[src/rtl/cdg_pkg.sv]
package cdg_pkg;

  // Action applied to the per-character dot index on a clock edge
  typedef enum logic [1:0] {
    DOT_HOLD = 2'd0,
    DOT_INC  = 2'd1,
    DOT_CLR  = 2'd2
  } dot_act_e;

  // Default geometry of the character grid
  localparam int unsigned CDG_COL_W  = 6;
  localparam int unsigned CDG_LINE_W = 4;
  localparam int unsigned CDG_CODE_W = 7;
  localparam int unsigned CDG_DOT_W  = 5;
  localparam int unsigned CDG_OFF_W  = 6;
  localparam int unsigned CDG_DAC_W  = 12;

  // Strobe decode: a character advance restarts the glyph, so it wins
  function automatic dot_act_e dot_action(input logic dot_stb, input logic chr_stb);
    if (chr_stb)      return DOT_CLR;
    else if (dot_stb) return DOT_INC;
    else              return DOT_HOLD;
  endfunction

endpackage

[src/rtl/cdg_pos_counter.sv]
module cdg_pos_counter #(
  parameter int unsigned COL_W   = 6,
  parameter int unsigned LINE_W  = 4,
  parameter int unsigned MARK_COL = 11
) (
  input  logic              clk,
  input  logic              rst_n,
  input  logic              adv,
  output logic [COL_W-1:0]  col,
  output logic [LINE_W-1:0] line,
  output logic              at_mark,
  output logic              at_last
);

  localparam logic [COL_W-1:0] LAST_COL = {COL_W{1'b1}};
  localparam logic [COL_W-1:0] MARK_V   = COL_W'(MARK_COL);

  logic [COL_W-1:0]  col_d;
  logic [LINE_W-1:0] line_d;

  always_comb begin
    col_d  = col;
    line_d = line;
    if (adv) begin
      col_d = col + COL_W'(1);
      if (col == LAST_COL) begin
        line_d = line + LINE_W'(1);
      end
    end
  end

  always_ff @(posedge clk or negedge rst_n) begin
    if (!rst_n) begin
      col  <= '0;
      line <= '0;
    end else begin
      col  <= col_d;
      line <= line_d;
    end
  end

  assign at_mark = (col == MARK_V);
  assign at_last = (col == LAST_COL);

endmodule

[src/rtl/cdg_dot_counter.sv]
module cdg_dot_counter
  import cdg_pkg::*;
#(
  parameter int unsigned DOT_W = 5
) (
  input  logic             clk,
  input  logic             rst_n,
  input  logic             dot_stb,
  input  logic             chr_stb,
  output logic [DOT_W-1:0] dot
);

  dot_act_e act;

  assign act = dot_action(dot_stb, chr_stb);

  always_ff @(posedge clk or negedge rst_n) begin
    if (!rst_n) begin
      dot <= '0;
    end else begin
      unique case (act)
        DOT_CLR:  dot <= '0;
        DOT_INC:  dot <= dot + DOT_W'(1);
        default:  dot <= dot;
      endcase
    end
  end

endmodule

[src/rtl/cdg_dac_stage.sv]
module cdg_dac_stage #(
  parameter int unsigned COL_W     = 6,
  parameter int unsigned LINE_W    = 4,
  parameter int unsigned OFF_W     = 6,
  parameter int unsigned DAC_W     = 12,
  parameter int unsigned X_PITCH   = 16,
  parameter int unsigned Y_PITCH   = 64,
  parameter int unsigned VIS_FIRST = 12,
  parameter int unsigned VIS_COUNT = 40
) (
  input  logic              clk,
  input  logic              rst_n,
  input  logic [COL_W-1:0]  col,
  input  logic [LINE_W-1:0] line,
  input  logic [OFF_W-1:0]  x_off,
  input  logic [OFF_W-1:0]  y_off,
  input  logic              last_dot,
  output logic [DAC_W-1:0]  dac_x,
  output logic [DAC_W-1:0]  dac_y,
  output logic              eoc_n,
  output logic              beam_on
);

  localparam int unsigned VIS_LAST = VIS_FIRST + VIS_COUNT - 1;

  logic [DAC_W-1:0] org_x;
  logic [DAC_W-1:0] org_y;
  logic [DAC_W-1:0] pos_x;
  logic [DAC_W-1:0] pos_y;
  logic             vis;

  always_comb begin
    org_x = DAC_W'(col)  * DAC_W'(X_PITCH);
    org_y = DAC_W'(line) * DAC_W'(Y_PITCH);
    pos_x = org_x + DAC_W'(x_off);
    pos_y = org_y + DAC_W'(y_off);
    vis   = (int'(col) >= int'(VIS_FIRST)) && (int'(col) <= int'(VIS_LAST));
  end

  always_ff @(posedge clk or negedge rst_n) begin
    if (!rst_n) begin
      dac_x   <= '0;
      dac_y   <= '0;
      eoc_n   <= 1'b1;
      beam_on <= 1'b0;
    end else begin
      dac_x   <= pos_x;
      dac_y   <= pos_y;
      eoc_n   <= ~last_dot;
      beam_on <= vis;
    end
  end

endmodule

[src/rtl/char_dot_addrgen.sv]
module char_dot_addrgen
  import cdg_pkg::*;
#(
  parameter int unsigned COL_W     = CDG_COL_W,
  parameter int unsigned LINE_W    = CDG_LINE_W,
  parameter int unsigned CODE_W    = CDG_CODE_W,
  parameter int unsigned DOT_W     = CDG_DOT_W,
  parameter int unsigned OFF_W     = CDG_OFF_W,
  parameter int unsigned DAC_W     = CDG_DAC_W,
  parameter int unsigned X_PITCH   = 16,
  parameter int unsigned Y_PITCH   = 64,
  parameter int unsigned MARK_COL  = 11,
  parameter int unsigned VIS_FIRST = 12,
  parameter int unsigned VIS_COUNT = 40,
  localparam int unsigned RAM_AW   = LINE_W + COL_W,
  localparam int unsigned ROM_AW   = CODE_W + DOT_W,
  localparam int unsigned ROM_DW   = 1 + 2 * OFF_W
) (
  input  logic              clk,
  input  logic              rst_n,
  input  logic              dot_step,
  input  logic              char_step,
  output logic [RAM_AW-1:0] ram_addr,
  input  logic [CODE_W-1:0] ram_code,
  output logic [ROM_AW-1:0] rom_addr,
  input  logic [ROM_DW-1:0] rom_word,
  output logic [DAC_W-1:0]  dac_x,
  output logic [DAC_W-1:0]  dac_y,
  output logic              eoc_n,
  output logic              beam_on,
  output logic              flag_col11,
  output logic              flag_eol
);

  logic [COL_W-1:0]  col;
  logic [LINE_W-1:0] line;
  logic [DOT_W-1:0]  dot;
  logic [OFF_W-1:0]  x_off;
  logic [OFF_W-1:0]  y_off;
  logic              term;

  cdg_pos_counter #(
    .COL_W   (COL_W),
    .LINE_W  (LINE_W),
    .MARK_COL(MARK_COL)
  ) u_pos (
    .clk    (clk),
    .rst_n  (rst_n),
    .adv    (char_step),
    .col    (col),
    .line   (line),
    .at_mark(flag_col11),
    .at_last(flag_eol)
  );

  cdg_dot_counter #(
    .DOT_W(DOT_W)
  ) u_dot (
    .clk    (clk),
    .rst_n  (rst_n),
    .dot_stb(dot_step),
    .chr_stb(char_step),
    .dot    (dot)
  );

  // ROM word layout: terminator on top, then X offset, then Y offset
  assign term  = rom_word[ROM_DW-1];
  assign x_off = rom_word[2*OFF_W-1:OFF_W];
  assign y_off = rom_word[OFF_W-1:0];

  assign ram_addr = {line, col};
  assign rom_addr = {ram_code, dot};

  cdg_dac_stage #(
    .COL_W    (COL_W),
    .LINE_W   (LINE_W),
    .OFF_W    (OFF_W),
    .DAC_W    (DAC_W),
    .X_PITCH  (X_PITCH),
    .Y_PITCH  (Y_PITCH),
    .VIS_FIRST(VIS_FIRST),
    .VIS_COUNT(VIS_COUNT)
  ) u_dac (
    .clk     (clk),
    .rst_n   (rst_n),
    .col     (col),
    .line    (line),
    .x_off   (x_off),
    .y_off   (y_off),
    .last_dot(term),
    .dac_x   (dac_x),
    .dac_y   (dac_y),
    .eoc_n   (eoc_n),
    .beam_on (beam_on)
  );

endmodule

[config.mk]
export PLATFORM = sky130hd
export DESIGN_NAME = char_dot_addrgen
export DESIGN_NICKNAME = d
export VERILOG_FILES = /design/src/rtl/cdg_pkg.sv /design/src/rtl/cdg_pos_counter.sv /design/src/rtl/cdg_dot_counter.sv /design/src/rtl/cdg_dac_stage.sv /design/src/rtl/char_dot_addrgen.sv
export SDC_FILE = /design/constraint.sdc
export NUM_CORES = 1
export LEC_CHECK = 0
export ABC_AREA = 1
export BUFFER_PORTS_ARGS = -buffer_cell sky130_fd_sc_hd__buf_4
export CAP_MARGIN = 5
export CORE_MARGIN = 5
export CORE_UTILIZATION = 37
export DETAILED_ROUTE_END_ITERATION = 10
export HOLD_SLACK_MARGIN = 0.06
export PLACE_DENSITY = 0.63
export SYNTH_ARGS = -nofsm -noshare
export SYNTH_HDL_FRONTEND = slang
export SYNTH_SLANG_ARGS = --single-unit
[constraint.sdc]
create_clock -name clk -period 3.6 [get_ports clk]
set_clock_uncertainty 0.2 [all_clocks]
set_input_delay 0.36 -clock clk [delete_from_list [all_inputs] [get_ports clk]]
set_output_delay 0.36 -clock clk [all_outputs]
set_load 0.005 [all_outputs]
==> results.md <==
- VDD sags by at most 306 uV.
- The final-stage net count is 255.
- The analysis attributes to cell leakage a power of 1.17 nW.
- During synthesis, Yosys emitted a total of 0 warnings.
- CTS placed an instance of clkbuf_8 at the clock tree root.
- The via density per instance is 4.29.
- The average wire per standard cell is 11.7 um.
- The worst setup slack for register-to-register paths is between 1500 and 2000 ps.
- The initial cell density of the core is 37.7%.
- Counting flops with an async set or reset pin after synthesis yields a share of 100%.
- Wires add up to 3.24 mm.
- Summing all placed instances gives a cell area of 0.00202 mm^2.
- The count of state elements after synthesis is 38.
- The total area of sequential cells is 952 um^2.
- The number of buffers and inverters on the critical path is 1.
- The clock net in this run drives a total of 38 sinks.
- The path with the worst hold slack has its endpoint at u_dac.dac_x[4].
- The post-route netlist has roughly a third of its cells at a drive strength greater than 1.
- The number of fill cells in the layout is between 400 and 500.
- For the worst setup path, the data required time is 3040 ps.
- The H-tree was split into 2 levels.
- The worst setup path is captured at a primary output.
- The startpoint of the worst register-to-register path is u_pos.col[0].
- Subtracting the final worst setup slack from the clock period gives 2120 ps.
- The share of the core filled with cells in the final layout is 51.7%.
- The run finished with clean final reports.
- The worst-path maximum fanout is 7.
- The global-route wire length before repair is 5.84 mm.
- The count of antenna-violating nets left after detailed routing is 0.
- The via count of the first global-routing pass is 1230.
- The number of top-level pins is 74.
- The initial antenna violation count came to 0.
- The TritonCTS clock tree is yes.
- The layout overhead on the synthesized area is 37.0%.
- The CTS buffer count is 5.
- The critical path goes through ha_1, nand2_1, nor4_1, buf_4.
- The total number of placement rows is 24.
- By area the synthesized netlist is led by dfrtp_1 (57%), nand2_1 (9.0%), buf_4 (5.5%).
- The biggest area contributor in the post-synthesis netlist is dfrtp_1.
- Entering global routing, the biggest net connects 39 pins.
- Once detailed placement completed, the half-perimeter wirelength came to 2.25 mm.
- The number of max-slew violations in the final report is 0.
- The classification of the worst setup path is flip-flop to primary output.
- Setup repair after global routing left no endpoint under its margin.
- The count of cells along the worst register-to-register path is 4.
- The tightest min-delay check is of the input port to flip-flop type.
- The number of endpoints with negative hold slack in the final report came to 0.
- The overall routing resource usage is 12.3%.
- The number of hold buffers added after CTS was 12.
- The critical path's top delay family is flip-flops.
- The number of detailed-routing iterations run before antenna repair is 4.
- The number of buffers between clock root and the deepest sink is 2.
- The die is about 76 um wide.
- The antenna diode instance count is 0.
- The die covers 0.00584 mm^2.
- At the later pin of the worst-skew pair, clock insertion delay measures 290 ps.
- Of the synthesized area, sequential elements account for between 50 and 60%.
- The highest clock rate is 0.473 GHz.
- The cell depth of the worst setup path is 4.
- The number of setup buffers added after CTS is 0.
- The detailed router's first-iteration violation count is 74.
- The area share of the leading cell type in the synthesized netlist is 56.7%.
- The largest individual stage delay along the critical path comes from the cell dfrtp_1.
- The most frequently used flop master after synthesis is dfrtp_1.
- For this design the ratio of total power to cell area is ~600 mW/mm^2.
- For this block, the via count after detailed routing is 1185.
- After synthesis, the most frequently instantiated cells are nand2_1 (39), dfrtp_1 (37), inv_1 (15).
- The global-route congestion overflow total is 0.
- With fillers left out, the area of the finished cells amounts to 0.00223 mm^2.
- The destination of the worst register-to-register timing path is u_dac.dac_x[8].
- The arrival time at the worst endpoint is 1560 ps.
- In this run the most critical hold path is launched from rom_word[10].
- The category of the worst setup path launch point is a flip-flop.
- Setup violations remaining at the end of the flow were counted as 0.
- Buffers placed on the I/O ports in this run total 56.
- The most frequent cell after synthesis is nand2_1.
- The reported max-cap violation count is 0.
- The number of instances on the worst hold path is 2.
- The stage delay of the slowest cell on the critical path is ~520 ps.
- The worst path uses just under 60% of the clock period.
- The footprint of the multi-input gates is 526 um^2.
- The count of flip-flops with a built-in enable after synthesis is 0.
- The count of mapped cells out of synthesis is 159.
- Adding up every negative setup slack in the final design gives 0 ps.
- The synthesized netlist contains 23 unique library cells.
- Post-CTS repair changed the size of 0 cells.
- In this run the mean area of a mapped cell was 10.3 um^2.
- Summing every instance area after synthesis gives 0.00163 mm^2.
- The area of the core region is 0.00432 mm^2.
- The clock-pin slew of the registers on the worst-case setup and hold paths is 70 ps.
- Measured along the y axis, the die boundary spans 76.4 um.
- The placer congestion estimate is 0.721.
- The residual DRC count is 0.
registers in the layout (all words and copies together), names as in the netlist:
name,count
u_dac.beam_on,1
u_dac.dac_x,11
u_dac.dac_y,10
u_dac.eoc_n,1
u_dot.dot,5
u_pos.col,6
u_pos.line,4
through the flow:
step / instances / setup slack (ps) / hold WS (ps) / total power, W
finish: 276 / 1480 / 94.8 / 0.00137
global route: 276 / 1340 / 78.8 / 0.00147
global placement: 256 / 1770 / 155 / 0.00107
floorplan: 161 / 2000 / -136 / 0.000870
detailed placement: 256 / 1790 / 156 / 0.00108
CTS: 276 / 1460 / 92.9 / 0.00139
cell usage in the layout, fill, tap and decap left out, types with 2 or more instances in the layout:
cell type      instances
ha_1                   7
dlygate4sd3_1         12
o21ai_0                3
inv_1                 15
dfrtp_1               37
nor2_1                12
nand3_1                8
nand4_1                3
xor2_1                 7
conb_1                 3
nand2_2                2
nand2_1               39
a21oi_1                3
clkbuf_8               6
buf_4                 56
worst max-delay path by stage:
stage | from | to | slack [ps]
floorplan | u_pos.col[0] | u_dac.dac_x[8] | 2000
global placement | u_pos.col[1] | flag_col11 | 1770
detailed placement | u_pos.col[1] | flag_col11 | 1790
CTS | u_pos.col[1] | flag_col11 | 1460
global route | u_pos.col[1] | flag_eol | 1340
finish | u_pos.col[1] | flag_col11 | 1480
power breakdown:
part / switching [W] / leakage [nW] / internal [W]
Combinational: 0.000191 / 0.652 / 0.000229
Sequential: 0.000122 / 0.467 / 0.000527
Clock: 0.000142 / 0.0482 / 0.000154
Total: 0.000455 / 1.17 / 0.000911
metal layers:
metal  wire [um]  GRT usage, %
met3         256          6.03
met4          57          4.90
met2        1440          18.2
met1        1490          15.3
met5           0             0
worst register-to-register path, delay by kind of cell (launching register included):
| kind | cells | cell delay, ps |
|---|---|---|
| adder cells (fa/ha/maj) | 2 | 680 |
| flip-flops | 1 | 460 |
| AND/OR/NAND/NOR | 1 | 140 |
| XOR/XNOR | 1 | 150 |
logic make-up (layout without fill, tap and decap cells):
kind of cell    count (synthesis)  in the layout  share of synthesized area, %
compound gates                  6              6                          1.84
xor+xnor                        7              7                          3.76
fa+ha+maj                       8              8                          6.59
buf+inv                        29             92                          9.89
flops                          38             38                          58.4
other cells                     1              3                         0.230
simple gates                   70             70                          19.3
area by class of cell:
| cell class | instances | share of cell area [%] |
|---|---|---|
| sequential | 38 | 42.6 |
| multi-input combinational | 94 | 23.5 |
| tap | 52 | 2.91 |
| clock buffer | 7 | 3.86 |
| clock inverter | 1 | 0.224 |
| timing repair buffer | 68 | 24.2 |
| inverter | 16 | 2.69 |
Note: power is estimated with default switching activity, not from simulation.
